File: config.mk
export PLATFORM = sky130hd
export DESIGN_NAME = gpio_irq_bank
export DESIGN_NICKNAME = d
export VERILOG_FILES = /design/src/rtl/gpio_bank_pkg.sv /design/src/rtl/gpio_sync.sv /design/src/rtl/gpio_line_detect.sv /design/src/rtl/gpio_regs.sv /design/src/rtl/gpio_irq_bank.sv
export SDC_FILE = /design/constraint.sdc
export NUM_CORES = 1
export LEC_CHECK = 0
export ABC_CLOCK_PERIOD_IN_PS = 2900
export BUFFER_PORTS_ARGS = -buffer_cell sky130_fd_sc_hd__buf_2
export CORE_MARGIN = 8
export CORE_UTILIZATION = 55
export CTS_CLUSTER_DIAMETER = 80
export DETAILED_ROUTE_END_ITERATION = 16
export PLACE_DENSITY = 0.75
export SYNTH_ARGS = -nofsm -noshare
export SYNTH_HDL_FRONTEND = slang
export SYNTH_SLANG_ARGS = --single-unit
File: constraint.sdc
create_clock -name clk -period 2.9 [get_ports clk]
set_clock_uncertainty 0.1 [all_clocks]
set_input_delay 0.29 -clock clk [delete_from_list [all_inputs] [get_ports clk]]
set_output_delay 0.29 -clock clk [all_outputs]
set_load 0.01 [all_outputs]
File: src/rtl/gpio_bank_pkg.sv
// Shared constants for the GPIO bank: register offsets and bus width.
// Assumes byte addressing with 32-bit registers.
package gpio_bank_pkg;
    localparam int BUS_DW = 32;

    localparam logic [7:0] OFF_MODE  = 8'h00;
    localparam logic [7:0] OFF_DIR   = 8'h04;
    localparam logic [7:0] OFF_DOUT  = 8'h08;
    localparam logic [7:0] OFF_DIN   = 8'h0C;
    localparam logic [7:0] OFF_STAT  = 8'h10;
    localparam logic [7:0] OFF_ACK   = 8'h14;
    localparam logic [7:0] OFF_MASK  = 8'h18;
    localparam logic [7:0] OFF_UNMSK = 8'h1C;
    localparam logic [7:0] OFF_POL   = 8'h20;
    localparam logic [7:0] OFF_TRIG  = 8'h24;
    localparam logic [7:0] OFF_DUAL  = 8'h4C;
endpackage

File: src/rtl/gpio_sync.sv
// Two-flop synchroniser for a vector of asynchronous pins.
// Assumes each bit is independent; no bus coherency is implied.
module gpio_sync #(
    parameter int W = 32
) (
    input  logic         clk,
    input  logic         rst_n,
    input  logic [W-1:0] d_async,
    output logic [W-1:0] d_sync
);
    logic [W-1:0] stage1;

    // Shift the pins through two flops.
    always_ff @(posedge clk) begin
        if (!rst_n) begin
            stage1 <= '0;
            d_sync <= '0;
        end else begin
            stage1 <= d_async;
            d_sync <= stage1;
        end
    end
endmodule

File: src/rtl/gpio_line_detect.sv
// Per-line interrupt detector: keeps the previous synchronised level and one
// status flop. Level mode tracks the polarity-adjusted pin; edge mode latches
// until acknowledged, and a new edge wins over a same-cycle acknowledge.
// Assumes din is already synchronous to clk.
module gpio_line_detect (
    input  logic clk,
    input  logic rst_n,
    input  logic din,
    input  logic is_irq,
    input  logic is_edge,
    input  logic act_low,
    input  logic dual,
    input  logic ack,
    output logic stat
);
    logic prev;
    logic rise, fall, hit, lvl;

    // Remember last cycle's level for edge comparison.
    always_ff @(posedge clk) begin
        if (!rst_n) prev <= 1'b0;
        else        prev <= din;
    end

    // Select which transition counts and the active level.
    always_comb begin
        rise = din & ~prev;
        fall = ~din & prev;
        if (dual)         hit = rise | fall;
        else if (act_low) hit = fall;
        else              hit = rise;
        lvl = din ^ act_low;
    end

    // Update the status flop according to the line's mode.
    always_ff @(posedge clk) begin
        if (!rst_n)        stat <= 1'b0;
        else if (!is_irq)  stat <= 1'b0;
        else if (!is_edge) stat <= lvl;
        else               stat <= hit | (stat & ~ack);
    end
endmodule

File: src/rtl/gpio_regs.sv
// Register file of the GPIO bank: configuration, output data and enable mask,
// plus the read multiplexer and the acknowledge pulse vector.
// Assumes LINES <= 32; unused upper data bits read as zero.
module gpio_regs
    import gpio_bank_pkg::*;
#(
    parameter int LINES  = 32,
    parameter int ADDR_W = 8
) (
    input  logic              clk,
    input  logic              rst_n,
    input  logic [ADDR_W-1:0] bus_addr,
    input  logic              bus_we,
    input  logic [BUS_DW-1:0] bus_wdata,
    output logic [BUS_DW-1:0] bus_rdata,
    input  logic [LINES-1:0]  din_sync,
    input  logic [LINES-1:0]  stat_vec,
    output logic [LINES-1:0]  mode_q,
    output logic [LINES-1:0]  dir_q,
    output logic [LINES-1:0]  dout_q,
    output logic [LINES-1:0]  mask_q,
    output logic [LINES-1:0]  pol_q,
    output logic [LINES-1:0]  trig_q,
    output logic [LINES-1:0]  dual_q,
    output logic [LINES-1:0]  ack_vec
);
    logic [LINES-1:0] wd;

    assign wd = bus_wdata[LINES-1:0];

    function automatic logic hit_addr(input logic [ADDR_W-1:0] a, input logic [7:0] off);
        return a == ADDR_W'(off);
    endfunction

    // Store configuration and data registers on writes.
    always_ff @(posedge clk) begin
        if (!rst_n) begin
            mode_q <= '0;
            dir_q  <= '0;
            dout_q <= '0;
            pol_q  <= '0;
            trig_q <= '0;
            dual_q <= '0;
        end else if (bus_we) begin
            if (hit_addr(bus_addr, OFF_MODE)) mode_q <= wd;
            if (hit_addr(bus_addr, OFF_DIR))  dir_q  <= wd;
            if (hit_addr(bus_addr, OFF_DOUT)) dout_q <= wd;
            if (hit_addr(bus_addr, OFF_POL))  pol_q  <= wd;
            if (hit_addr(bus_addr, OFF_TRIG)) trig_q <= wd;
            if (hit_addr(bus_addr, OFF_DUAL)) dual_q <= wd;
        end
    end

    // Enable mask: zeros clear at one address, ones set at another.
    always_ff @(posedge clk) begin
        if (!rst_n) begin
            mask_q <= '0;
        end else if (bus_we) begin
            if (hit_addr(bus_addr, OFF_MASK))       mask_q <= mask_q & wd;
            else if (hit_addr(bus_addr, OFF_UNMSK)) mask_q <= mask_q | wd;
        end
    end

    // One-cycle acknowledge pulses for the detectors.
    always_comb begin
        ack_vec = (bus_we && hit_addr(bus_addr, OFF_ACK)) ? wd : '0;
    end

    // Read multiplexer.
    always_comb begin
        bus_rdata = '0;
        if      (hit_addr(bus_addr, OFF_MODE)) bus_rdata = BUS_DW'(mode_q);
        else if (hit_addr(bus_addr, OFF_DIR))  bus_rdata = BUS_DW'(dir_q);
        else if (hit_addr(bus_addr, OFF_DOUT)) bus_rdata = BUS_DW'(dout_q);
        else if (hit_addr(bus_addr, OFF_DIN))  bus_rdata = BUS_DW'(din_sync);
        else if (hit_addr(bus_addr, OFF_STAT)) bus_rdata = BUS_DW'(stat_vec);
        else if (hit_addr(bus_addr, OFF_MASK)) bus_rdata = BUS_DW'(mask_q);
        else if (hit_addr(bus_addr, OFF_POL))  bus_rdata = BUS_DW'(pol_q);
        else if (hit_addr(bus_addr, OFF_TRIG)) bus_rdata = BUS_DW'(trig_q);
        else if (hit_addr(bus_addr, OFF_DUAL)) bus_rdata = BUS_DW'(dual_q);
    end
endmodule

File: src/rtl/gpio_irq_bank.sv
// Top of the GPIO bank: synchroniser, one detector per line, register file
// and the combined interrupt. Assumes a single clock and LINES <= 32.
module gpio_irq_bank
    import gpio_bank_pkg::*;
#(
    parameter int LINES  = 32,
    parameter int ADDR_W = 8
) (
    input  logic              clk,
    input  logic              rst_n,
    input  logic [ADDR_W-1:0] bus_addr,
    input  logic              bus_we,
    input  logic [BUS_DW-1:0] bus_wdata,
    output logic [BUS_DW-1:0] bus_rdata,
    input  logic [LINES-1:0]  pin_in,
    output logic [LINES-1:0]  pin_out,
    output logic [LINES-1:0]  pin_oe,
    output logic              irq_o
);
    logic [LINES-1:0] din_sync;
    logic [LINES-1:0] stat_q;
    logic [LINES-1:0] mode_q, dir_q, dout_q, mask_q, pol_q, trig_q, dual_q, ack_vec;

    gpio_sync #(.W(LINES)) u_sync (
        .clk     (clk),
        .rst_n   (rst_n),
        .d_async (pin_in),
        .d_sync  (din_sync)
    );

    gpio_regs #(.LINES(LINES), .ADDR_W(ADDR_W)) u_regs (
        .clk       (clk),
        .rst_n     (rst_n),
        .bus_addr  (bus_addr),
        .bus_we    (bus_we),
        .bus_wdata (bus_wdata),
        .bus_rdata (bus_rdata),
        .din_sync  (din_sync),
        .stat_vec  (stat_q),
        .mode_q    (mode_q),
        .dir_q     (dir_q),
        .dout_q    (dout_q),
        .mask_q    (mask_q),
        .pol_q     (pol_q),
        .trig_q    (trig_q),
        .dual_q    (dual_q),
        .ack_vec   (ack_vec)
    );

    for (genvar k = 0; k < LINES; k++) begin : g_line
        gpio_line_detect u_det (
            .clk     (clk),
            .rst_n   (rst_n),
            .din     (din_sync[k]),
            .is_irq  (mode_q[k]),
            .is_edge (trig_q[k]),
            .act_low (pol_q[k]),
            .dual    (dual_q[k]),
            .ack     (ack_vec[k]),
            .stat    (stat_q[k])
        );
    end

    // Pad drive and combined interrupt.
    always_comb begin
        pin_out = dout_q;
        pin_oe  = dir_q & ~mode_q;
        irq_o   = |(stat_q & mask_q);
    end
endmodule

* Word level (Yosys, flattened, before mapping) *
Cells that the tools add are included.

word-level totals
  register bits = 352
  output and inout bits = 97
  word-level logic and storage cells = 527

cells by class
  equal/unequal tests = 10
  muxes and demuxes = 108
  bitwise logic cells = 293
  reductions and logical operators = 43

operators by type and width
  operator                                              number
  2-to-1 mux 32 bit                                     12
  AND 1 bit                                             96
  AND 32 bit                                            3
  2-to-1 mux 1 bit                                      96
  NOT 1 bit                                             96
  AND reduction 2 bit                                   39
  OR 1 bit                                              64
  equality test 8 x 5 -> 1 bit (second input constant)  4
  NOT 32 bit                                            1
  OR 32 bit                                             1
  OR reduction 32 bit                                   1
  XOR 1 bit                                             32
  equality test 8 x 4 -> 1 bit (second input constant)  2
  equality test 8 x 6 -> 1 bit (second input constant)  2
  equality test 8 x 3 -> 1 bit (second input constant)  1
  equality test 8 x 7 -> 1 bit (second input constant)  1
  logical NOT 8 bit                                     1
  nonzero test 2 bit                                    1
  logical AND 1 bit                                     1

* Logic depth before layout (Yosys ltp) *
  word-level depth = 10
  mapped depth = 8
  gate-level depth less buffers = 5

* Modules after synthesis *
A second synthesis with hierarchy kept.

unflattened totals
  cells, all modules = 2,068
  area, all modules = 17,641.9 um^2

modules (own cells, without submodules)
  module            instances  cells each  area each (um^2)
  gpio_regs         1          1,465       11,288.3
  gpio_line_detect  32         13          131.4
  gpio_sync         1          134         1,791.7
  gpio_irq_bank     1          53          357.8

* Least setup slack after synthesis *
OpenSTA, ideal clock, no wires.

  path type = input port to output port
  start = input port bus_addr[3]
  end = output port bus_rdata[30]
  data arrival time = 1,814 ps
  path slack = 696 ps
  stages on the path = 7
  cell sequence = buf_2 -> or3_1 -> nor3_1 -> buf_2 -> buf_2 -> a2bb2oi_1 -> o211ai_1

on the way
  cells in the longest elaborated chain, start to end = 10
  elaborated cells between the ends (all ways) = 18
  classes of those cells = eq/ne (8); mux (9); reduce/logical (1)

ends and longest elaborated chain
  what                          RTL line             text
  start: declaration            gpio_irq_bank.sv:11  input logic [ADDR_W-1:0] bus_addr,
  equality test 8 x 7 -> 1 bit  gpio_regs.sv:32      return a == ADDR_W'(off);
  2-to-1 mux 32 bit             gpio_regs.sv:80      else if (hit_addr(bus_addr, OFF_DUAL)) bus_rdata = BUS_DW'(dual_q);
  2-to-1 mux 32 bit             gpio_regs.sv:79      else if (hit_addr(bus_addr, OFF_TRIG)) bus_rdata = BUS_DW'(trig_q);
  2-to-1 mux 32 bit             gpio_regs.sv:78      else if (hit_addr(bus_addr, OFF_POL)) bus_rdata = BUS_DW'(pol_q);
  2-to-1 mux 32 bit             gpio_regs.sv:77      else if (hit_addr(bus_addr, OFF_MASK)) bus_rdata = BUS_DW'(mask_q);
  2-to-1 mux 32 bit             gpio_regs.sv:76      else if (hit_addr(bus_addr, OFF_STAT)) bus_rdata = BUS_DW'(stat_vec);
  2-to-1 mux 32 bit             gpio_regs.sv:75      else if (hit_addr(bus_addr, OFF_DIN)) bus_rdata = BUS_DW'(din_sync);
  2-to-1 mux 32 bit             gpio_regs.sv:74      else if (hit_addr(bus_addr, OFF_DOUT)) bus_rdata = BUS_DW'(dout_q);
  2-to-1 mux 32 bit             gpio_regs.sv:73      else if (hit_addr(bus_addr, OFF_DIR)) bus_rdata = BUS_DW'(dir_q);
  2-to-1 mux 32 bit (*)         gpio_regs.sv:72      if (hit_addr(bus_addr, OFF_MODE)) bus_rdata = BUS_DW'(mode_q);
  end: declaration              gpio_irq_bank.sv:14  output logic [BUS_DW-1:0] bus_rdata,

Mark *: on every way between the ends. The rest lies on a longest branch, timed or not.

* Worst setup path after layout *
  start = input port bus_addr[4]
  end = output port bus_rdata[23]

The elaborated chain is that of the path after synthesis.

==> summary.md <==
| Metric | Value |
|---|---|
| Status | completed |
| Cells after Synth | 2,139 |
| Critical path launch point type | primary input |
| Filler cells | ~2,700 |
| Mean post-synth cell area | 8.33 um2 |
| Buf/Inv on CP | 2 |
| Vias per std cell | around 6.1 |
| GPL Wtd Cong | 0.945 |
| Placeable Area | 32,200 um2 |
| Worst reg2reg startpoint | u_sync.d_sync[15] |
| Yosys reg bits | around 350 |
| Min-delay worst type | in2reg |
| Initial antenna violation count | 5 |
| Die width | 196 um |
| Number of buffers created by CTS | 39 |
| Total routed wirelength | roughly 58,000 um |
| Leak | 8.57 nW |
| Achievable frequency | 372 MHz |
| Largest net degree at the start of global routing | 96 |
| Most frequent cells in the layout | nand2_1 (451), dfxtp_1 (352), a21boi_0 (175) |
| Post-layout util | 0.651 |
| Worst Setup End Kind | output pin |
| Hold slack | approximately 6.1 ps |
| Buffers on Ports | between 150 and 200 |
| Nets | ~2,400 |
| Crit path from | bus_addr[4] |
| Max_cap viols | 0 |
| Clk slew on worst S/H paths | roughly 60 ps |
| CTS resizes | 0 |
| YS warnings | 0 |
| Hold path startpoint | bus_wdata[22] |
| Synth Cell Area | approximately 18,000 um2 |
| TritonCTS clock tree | yes |
| Top FF cell, synth | dfxtp_1 |
| Iteration-0 DRC Markers | 1,716 |
| ANT nets after route | 0 |
| Largest stage delay, worst path | approximately 700 ps |
| Worst setup margin | roughly 210 ps |
| PD cells | 518 nW/um2 |
| Slew margin rel. | 0.605 |
| Die area | 38,400 um2 |
| Post-CTS setup buffers | 0 |
| Vias in the first global route | between 15,000 and 20,000 |
| EDFF count, synth | 0 |
| CP max stage cell | or4_1 |
| Cell row count | 66 |
| Die span in y | between 150 and 200 um |
| GR Util All Layers | 0.293 |
| Fin. max-slew vios | 0 |
| Post-synthesis sequential area ratio | 0.396 |
| Hold_buf cts | 48 |
| Cell family with most CP delay | simple AND/OR/NAND/NOR gates |
| H-tree Lvls | 2 |
| Layout cells sized above 1 | 0.166 |
| Final cycle utilization of the critical path | 0.927 |
| Sum of negative setup slack | 0 ps |
| Clk root buf | clkbuf_16 |
| Yosys cell types | 46 |
| Post-DP HPWL | 38,900 um |
| Crit path cell chain | buf_2 -> or4_1 -> nor3_2 -> a22oi_1 -> a311o_1 -> buf_2 |
| Synth async-reset ratio | 0 |
| CTS max path bufs | 3 |
| WL/cell | 21.4 um |
| Clock sinks | roughly 350 |
| Synthesized Nets | approximately 2,300 |
| Most common cell after layout, fill and taps aside | nand2_1 |
| DRC Markers | 0 |
| CP Class | in2out |
| Starting density of the core | 0.553 |
| Multi-input gate area | 9710 um2 |
| RSZ-0062 raised after global routing | false |
| First-pass GRT wire length | 90,600 um |
| Pre-CTS WS | around 260 ps |
| Register area | approximately 7000 um2 |
| CP dominant cell by count | buf_2 |
| Worst ir drop on vdd | 0.000448 V |
| Crit Path Max Fanout | 6 |
| Final Hold Viols | 0 |
| Vias | 16,700 |
| Grt total ovfl | 0 |
| Final number of setup-violating endpoints | 0 |
| Min Tclk post-route | between 2000 and 3000 ps |
| I/O Pins | 172 |
| Required @ worst endpoint | 2510 ps |
| Clk_lat worst skew | between 500 and 600 ps |
| DRT Pass-1 Iters | 8 |
| Tightest Pin Transition | 592 ps |
| Crit path DAT | 2300 ps |
| Syn-to-layout area delta | 17.7% |
## stage by stage
step	instances	instance area, um2	power [mW]
2_1_floorplan	2139	17800	5.43
3_3_place_gp	2605	19100	5.64
3_5_place_dp	2605	19100	5.66
4_1_cts	2720	21000	10.9
5_1_grt	2724	21000	11.1
6_report	2724	21000	10.8
## synthesized netlist by cell type, drive strengths merged (15+ instances only)
| master | n | area [um2] |
|---|---|---|
| a21boi | 192 | 1440 |
| a21o | 58 | 435 |
| a221o | 28 | 280 |
| a22oi | 15 | 113 |
| a31oi | 32 | 200 |
| a32oi | 28 | 245 |
| and2 | 96 | 601 |
| buf | 43 | 213 |
| clkbuf | 145 | 544 |
| dfxtp | 352 | 7050 |
| ha | 64 | 801 |
| inv | 97 | 364 |
| mux2 | 61 | 687 |
| mux2i | 38 | 380 |
| nand2 | 452 | 1700 |
| nand3 | 70 | 350 |
| nor2b | 66 | 413 |
| o211ai | 36 | 270 |
| o21ai | 128 | 641 |
| o22ai | 29 | 181 |
| o2bb2ai | 28 | 245 |
| xor2 | 32 | 280 |
## cells by family after synthesis
group                      after synthesis  share of synthesized area
buffers and inverters                  285                     0.0629
DFF                                    352                      0.396
and+or+nand+nor                        717                      0.185
muxes                                   99                     0.0599
xor gates and xnor gates                32                     0.0157
AOI/OAI and AO/OA                      590                      0.235
adders and majority gates               64                     0.0450
## flip-flops by register name, indices dropped and copies added, names as in the netlist
register           flops
u_regs.dout_q         32
g_line.u_det.stat     32
u_regs.dir_q          32
u_sync.stage1         32
u_regs.pol_q          32
u_regs.mask_q         32
g_line.u_det.prev     32
u_regs.mode_q         32
u_regs.dual_q         32
u_sync.d_sync         32
u_regs.trig_q         32
## worst register-to-register path, cell delays in order (launching register included)
cell     delay, ps
dfxtp_1        430
inv_1           70
ha_1           180
mux2_2         260
o21ai_0        210
a31oi_1        130
## layout make-up
type                    count  area share
clock buffers              52      0.0532
diodes                      4    0.000477
flip-flops and latches    352       0.336
inverters                  97      0.0174
multi-input cells        1502       0.463
clock inverters            15      0.0112
well taps                 408      0.0244
repair buffers            294      0.0941
## routing by layer
metal	wire length, um	GRT usage	part of all wire	up-vias
met5	13	0	0.00022	-
met2	26500	0.476	0.46	893
li1	-	-	-	7615
met4	2800	0.143	0.048	2
met1	23200	0.367	0.40	7940
met3	5650	0.0591	0.097	221
## where the power goes
group          leakage (nW)  internal [mW]  switching, mW
Combinational          5.05          0.284          0.396
Clock                 0.663           3.22           2.01
Sequential             2.85           4.89         0.0456
Total                  8.57           8.40           2.45
## final timing paths
kind                                              end  depth (start not counted)  slack, ps
worst max-delay path                    bus_rdata[23]                          6        210
worst min-delay path                u_regs.dout_q[22]                          3          6
worst max register to register  g_line[15].u_det.stat                          5       1400
worst min register to register      u_sync.d_sync[31]                          1        330
Power figures use the tool's default switching activity.
